**config.mk**
```make
export PLATFORM = sky130hd
export DESIGN_NAME = circ_addr_gen
export DESIGN_NICKNAME = d
export VERILOG_FILES = /design/src/rtl/dag_pkg.sv /design/src/rtl/dag_regfile.sv /design/src/rtl/dag_wrap.sv /design/src/rtl/dag_bitrev.sv /design/src/rtl/circ_addr_gen.sv
export SDC_FILE = /design/constraint.sdc
export NUM_CORES = 1
export LEC_CHECK = 0
export CAP_MARGIN = 0
export CORE_MARGIN = 2
export CORE_UTILIZATION = 55
export CTS_CLUSTER_DIAMETER = 100
export DETAILED_ROUTE_END_ITERATION = 12
export DONT_BUFFER_PORTS = 1
export GPL_TIMING_DRIVEN = 0
export PLACE_DENSITY_LB_ADDON = 0.15
export SLEW_MARGIN = 20
export SYNTH_ARGS = -nofsm -noshare
export SYNTH_HDL_FRONTEND = slang
export SYNTH_SLANG_ARGS = --single-unit
```
**constraint.sdc**
```tcl
create_clock -name clk -period 13.1 [get_ports clk]
set_input_delay 3.275 -clock clk [delete_from_list [all_inputs] [get_ports clk]]
set_output_delay 3.275 -clock clk [all_outputs]
set_load 0.1 [all_outputs]
```
**src/rtl/dag_pkg.sv**
```systemverilog
package dag_pkg;
    localparam int unsigned ADDR_W_DEF = 14;
    localparam int unsigned NPTR_DEF   = 4;

    typedef enum logic [1:0] {
        SEL_INDEX  = 2'd0,
        SEL_MODIFY = 2'd1,
        SEL_LENGTH = 2'd2,
        SEL_BASE   = 2'd3
    } reg_sel_e;
endpackage

```
**src/rtl/dag_regfile.sv**
```systemverilog
module dag_regfile
    import dag_pkg::*;
#(
    parameter int unsigned AW   = ADDR_W_DEF,
    parameter int unsigned NPTR = NPTR_DEF,
    localparam int unsigned PW  = (NPTR > 1) ? $clog2(NPTR) : 1
) (
    input  logic                     clk,
    input  logic                     rst_n,
    input  logic                     wr_en,
    input  logic [1:0]               wr_sel,
    input  logic [PW-1:0]            wr_idx,
    input  logic [AW-1:0]            wr_data,
    input  logic                     upd_en,
    input  logic [PW-1:0]            upd_idx,
    input  logic [AW-1:0]            upd_val,
    output logic [NPTR-1:0][AW-1:0]  idx_all,
    output logic [NPTR-1:0][AW-1:0]  mdf_all,
    output logic [NPTR-1:0][AW-1:0]  len_all,
    output logic [NPTR-1:0][AW-1:0]  bas_all
);
    typedef struct packed {
        logic [NPTR-1:0][AW-1:0] idx;
        logic [NPTR-1:0][AW-1:0] mdf;
        logic [NPTR-1:0][AW-1:0] len;
        logic [NPTR-1:0][AW-1:0] bas;
    } rf_t;

    rf_t rf_d, rf_q;

    always_comb begin
        rf_d = rf_q;
        // post-modify first, so a write to the same index overrides it
        if (upd_en) begin
            rf_d.idx[upd_idx] = upd_val;
        end
        if (wr_en) begin
            unique case (reg_sel_e'(wr_sel))
                SEL_INDEX:  rf_d.idx[wr_idx] = wr_data;
                SEL_MODIFY: rf_d.mdf[wr_idx] = wr_data;
                SEL_LENGTH: rf_d.len[wr_idx] = wr_data;
                SEL_BASE:   rf_d.bas[wr_idx] = wr_data;
                default:    ;
            endcase
        end
    end

    always_ff @(posedge clk) begin
        if (!rst_n) begin
            rf_q <= '0;
        end else begin
            rf_q <= rf_d;
        end
    end

    assign idx_all = rf_q.idx;
    assign mdf_all = rf_q.mdf;
    assign len_all = rf_q.len;
    assign bas_all = rf_q.bas;
endmodule

```
**src/rtl/dag_wrap.sv**
```systemverilog
module dag_wrap #(
    parameter int unsigned AW = 14,
    localparam int unsigned XW = AW + 2
) (
    input  logic [AW-1:0] ptr,
    input  logic [AW-1:0] mdf,
    input  logic [AW-1:0] len,
    input  logic [AW-1:0] bas,
    output logic [AW-1:0] nxt
);
    logic signed [XW-1:0] sum_x;
    logic signed [XW-1:0] off_x;
    logic signed [XW-1:0] len_x;
    logic signed [XW-1:0] fix_x;

    always_comb begin
        sum_x = $signed({2'b00, ptr}) + $signed({{2{mdf[AW-1]}}, mdf});
        off_x = sum_x - $signed({2'b00, bas});
        len_x = $signed({2'b00, len});
        fix_x = sum_x;
        if (len != '0) begin
            if (off_x < 0) begin
                fix_x = sum_x + len_x;
            end else if (off_x >= len_x) begin
                fix_x = sum_x - len_x;
            end
        end
        nxt = fix_x[AW-1:0];
    end
endmodule

```
**src/rtl/dag_bitrev.sv**
```systemverilog
module dag_bitrev #(
    parameter int unsigned AW = 14
) (
    input  logic [AW-1:0] din,
    output logic [AW-1:0] dout
);
    for (genvar k = 0; k < AW; k++) begin : g_rev
        assign dout[k] = din[AW-1-k];
    end
endmodule

```
**src/rtl/circ_addr_gen.sv**
```systemverilog
module circ_addr_gen
    import dag_pkg::*;
#(
    parameter int unsigned AW   = ADDR_W_DEF,
    parameter int unsigned NPTR = NPTR_DEF,
    localparam int unsigned PW  = (NPTR > 1) ? $clog2(NPTR) : 1
) (
    input  logic          clk,
    input  logic          rst_n,
    input  logic          wr_en,
    input  logic [1:0]    wr_sel,
    input  logic [PW-1:0] wr_idx,
    input  logic [AW-1:0] wr_data,
    input  logic          acc_en,
    input  logic [PW-1:0] acc_ptr,
    input  logic [PW-1:0] acc_mod,
    input  logic          acc_brev,
    output logic [AW-1:0] addr_o,
    output logic          addr_vld_o
);
    typedef struct packed {
        logic [AW-1:0] addr;
        logic          vld;
    } out_t;

    logic [NPTR-1:0][AW-1:0] idx_all;
    logic [NPTR-1:0][AW-1:0] mdf_all;
    logic [NPTR-1:0][AW-1:0] len_all;
    logic [NPTR-1:0][AW-1:0] bas_all;

    logic [AW-1:0] cur_ptr;
    logic [AW-1:0] cur_rev;
    logic [AW-1:0] nxt_ptr;

    out_t out_d, out_q;

    dag_regfile #(.AW(AW), .NPTR(NPTR)) u_rf (
        .clk     (clk),
        .rst_n   (rst_n),
        .wr_en   (wr_en),
        .wr_sel  (wr_sel),
        .wr_idx  (wr_idx),
        .wr_data (wr_data),
        .upd_en  (acc_en),
        .upd_idx (acc_ptr),
        .upd_val (nxt_ptr),
        .idx_all (idx_all),
        .mdf_all (mdf_all),
        .len_all (len_all),
        .bas_all (bas_all)
    );

    assign cur_ptr = idx_all[acc_ptr];

    dag_wrap #(.AW(AW)) u_wrap (
        .ptr (cur_ptr),
        .mdf (mdf_all[acc_mod]),
        .len (len_all[acc_ptr]),
        .bas (bas_all[acc_ptr]),
        .nxt (nxt_ptr)
    );

    dag_bitrev #(.AW(AW)) u_rev (
        .din  (cur_ptr),
        .dout (cur_rev)
    );

    always_comb begin
        out_d     = out_q;
        out_d.vld = acc_en;
        if (acc_en) begin
            out_d.addr = acc_brev ? cur_rev : cur_ptr;
        end
    end

    always_ff @(posedge clk) begin
        if (!rst_n) begin
            out_q <= '0;
        end else begin
            out_q <= out_d;
        end
    end

    assign addr_o     = out_q.addr;
    assign addr_vld_o = out_q.vld;
endmodule

```
==> impl_metrics.json <==
{
  "tightest_slew_ns": 1.00,
  "synth-async-reset-ratio_pct": 0,
  "r2r-end": "u_rf.idx_all[26]",
  "comb_power_share_pct": 20.6,
  "gp_congestion": 0.964,
  "fmax_ghz": 0.0840,
  "cts.sinks": 239,
  "clk_pin_slew_worst_paths_ns": 0.06,
  "dp_slack_ns": 0.847,
  "slowest_stage": "buf_1",
  "r2r_slack_ns": 5.93,
  "holdPathStages": 2,
  "ios": 42,
  "ir_drop_mv": 0.102,
  "synth_nets": 1742,
  "synth_area_leader_cell": "dfxtp_1",
  "drv_slew": 0,
  "fin_crit_sh_pct": 90.9,
  "rr_startpoint": "u_rf.idx_all[42]",
  "grt_use_total_pct": 33.0,
  "syn_area_um2": 13800,
  "cts_max_path_buffers": 3,
  "power.density_nw_per_um2": 124,
  "synth_edf_count": 0,
  "synth_seq_cells": 239,
  "yosysSeqAreaShare_pct": 34.6,
  "switching_share_pct": 30.0,
  "setup_slack_ns": 1.19,
  "intPower_w": 0.00131,
  "ys_top_cells_by_area": "dfxtp_1 35%, nand2_1 9.1%, mux4_2 9.0%",
  "antenna_found_initial": 0,
  "hp-class": "flip-flop to flip-flop",
  "dr.pass1.iters": 5,
  "slowest_delay_ns": 0.64,
  "drc": 0,
  "syn-mean-instance-area_um2": 8.41,
  "cts_resized": 0,
  "die_h_um": 163,
  "overflow": 0,
  "start_util_pct": 55.4,
  "relSlewSlack_pct": 31.4,
  "pwr-share-clk_pct": 37.9,
  "antenna_cells": 0,
  "num_rows": 58,
  "power_switching_w": 0.000561,
  "finalSetupViolations": 0,
  "viasPerCell": 6.23,
  "post-dp-hpwl_um": 32900,
  "drt_iter0_markers": 1271,
  "area_growth_pct": 8.90,
  "placement.io_buffers": 0,
  "ys_warn_count": 0,
  "arrival_ns": 12.34,
  "layout.nets": 1770,
  "worstSetupStartpointType": "primary input",
  "vias": 12600,
  "yosysTopAreaCellShare_pct": 34.6,
  "fp.dieArea_um2": 26400,
  "crit_required_ns": 13.53,
  "postCtsSetupBuffers": 0,
  "hold_viol": 0,
  "cts_tree": "built",
  "critical_path_class": "primary input to flip-flop",
  "post-route-min-period_ns": 11.91,
  "n_fill_cell": 2258,
  "status": "complete, no violations",
  "cts-root-buf": "clkbuf_16",
  "clkLatencyLatePin_ns": 0.54,
  "core-area_um2": 25000,
  "p_seq_share_pct": 41.5,
  "synthCells": 1644,
  "cts_made_buffers": 26,
  "rsz0062_at_grt": "no",
  "rr_worst_depth": 23,
  "fin_tns_setup_ns": 0,
  "grt_first_pass_wirelength_um": 67800,
  "wl_per_cell_um": 21.7,
  "cts_hold_buf": 0,
  "critical_path.startpoint": "acc_ptr[1]",
  "drt_wl_total_um": 43900,
  "path_common_cell": "clkbuf_1",
  "drive_above_1_share_pct": 8.29,
  "fin_skew_ns": 0.0380,
  "grt_pass1_vias": 12100,
  "ant_nets": 0,
  "htree_levels": 1,
  "synth_ff_type": "dfxtp_1",
  "end_kind": "flip-flop",
  "grt_max_degree": 13,
  "total_leakage_power_nw": 5.43,
  "dieWidth_um": 163,
  "crit_fanout": 10,
  "ys_types": 81,
  "drv_cap": 0
}
[routing by layer]
metal	wire length, um	part of all wire [%]	GRT usage (%)	vias up
met5	0	0	0	-
li1	-	-	-	5889
met2	19900	45	53.4	506
met1	18700	43	44.2	6061
met4	1940	4.4	13.1	0
met3	3360	7.7	5.47	112
[power groups by stage]
stage / Clock [W] / Sequential [W] / Combinational, W
3_5_place_dp: 0 / 0.000792 / 0.000376
6_report: 0.000709 / 0.000776 / 0.000385
3_3_place_gp: 0 / 0.000791 / 0.000371
5_1_grt: 0.000739 / 0.000778 / 0.000421
4_1_cts: 0.000712 / 0.000776 / 0.000379
2_1_floorplan: 0 / 0.000789 / 0.000286
[kinds of logic (layout without fill, tap and decap cells)]
kind of cell    after synthesis  in the layout  synth area share [%]
simple gates                590            590                  18.5
compound gates              421            421                  19.8
flops                       239            239                  34.6
buf+inv                     174            218                  4.99
mux                         102            102                  12.4
fa+ha+maj                    73             73                  6.80
xor+xnor                     45             45                  2.95
[worst max-delay path by stage]
stage | to | cells past startpoint | slack [ns]
CTS | u_rf.idx_all[54] | 30 | 1.35
floorplan | u_rf.idx_all[42] | 31 | 2.86
detailed placement | u_rf.idx_all[40] | 30 | 0.85
finish | u_rf.idx_all[26] | 30 | 1.19
global placement | u_rf.idx_all[26] | 30 | 0.99
global route | u_rf.idx_all[40] | 30 | 0.69
[cell usage in the layout (no fill, tap or decap), drive strengths merged, types with 11 or more instances in the layout]
master / n
nand3: 19
ha: 67
a21oi: 208
xor2: 11
nor2: 120
o311a: 13
a211oi: 24
mux2i: 46
or3: 18
nand2: 335
buf: 15
a21o: 20
xnor2: 33
nor3: 28
inv: 55
o21ai: 55
clkbuf: 145
mux4: 55
dfxtp: 239
[through the flow]
stage | hold slack (ns) | utilization [%] | instances | area [um2] | total power [W]
finish | 0.452 | 60.3 | 2018 | 15100 | 0.00187
global route | 0.468 | 60.3 | 2018 | 15100 | 0.00194
CTS | 0.454 | 60.3 | 2018 | 15100 | 0.00187
detailed placement | 0.446 | 57.0 | 1974 | 14200 | 0.00117
global placement | 0.438 | 57.0 | 1974 | 14200 | 0.00116
floorplan | 0.433 | - | 1644 | 13800 | 0.00107
[worst max-delay path, delay by kind of cell]
family / cells / cell delay, ns
fa+ha+maj: 4 / 1.43
simple gates: 7 / 0.92
mux: 2 / 0.98
buf+inv: 5 / 2.63
xor+xnor: 2 / 0.61
compound gates: 10 / 2.46
[Yosys cell counts, types with 11 or more instances]
cell type  number
o21ai_0        43
xnor2_1        33
mux2i_1        46
or3_1          18
o311a_1        13
ha_1           67
nor2_1        120
o21ai_1        11
inv_1          54
nor3_1         27
mux4_2         55
a211oi_1       20
nand2_1       335
nand3_1        19
dfxtp_1       239
xor2_1         11
clkbuf_1      105
a21o_1         20
a21oi_1       206
[layout make-up]
cell class,instances,area [um2],area share [%]
well taps,330,413,2.74
multi-input cells,1231,8350,55.5
clock inverters,4,23.8,0.158
flip-flops and latches,239,4780,31.8
inverters,54,203,1.35
plain buffers,120,487,3.23
clock buffers,40,795,5.28
No activity file was read; power rests on OpenSTA's default activity.
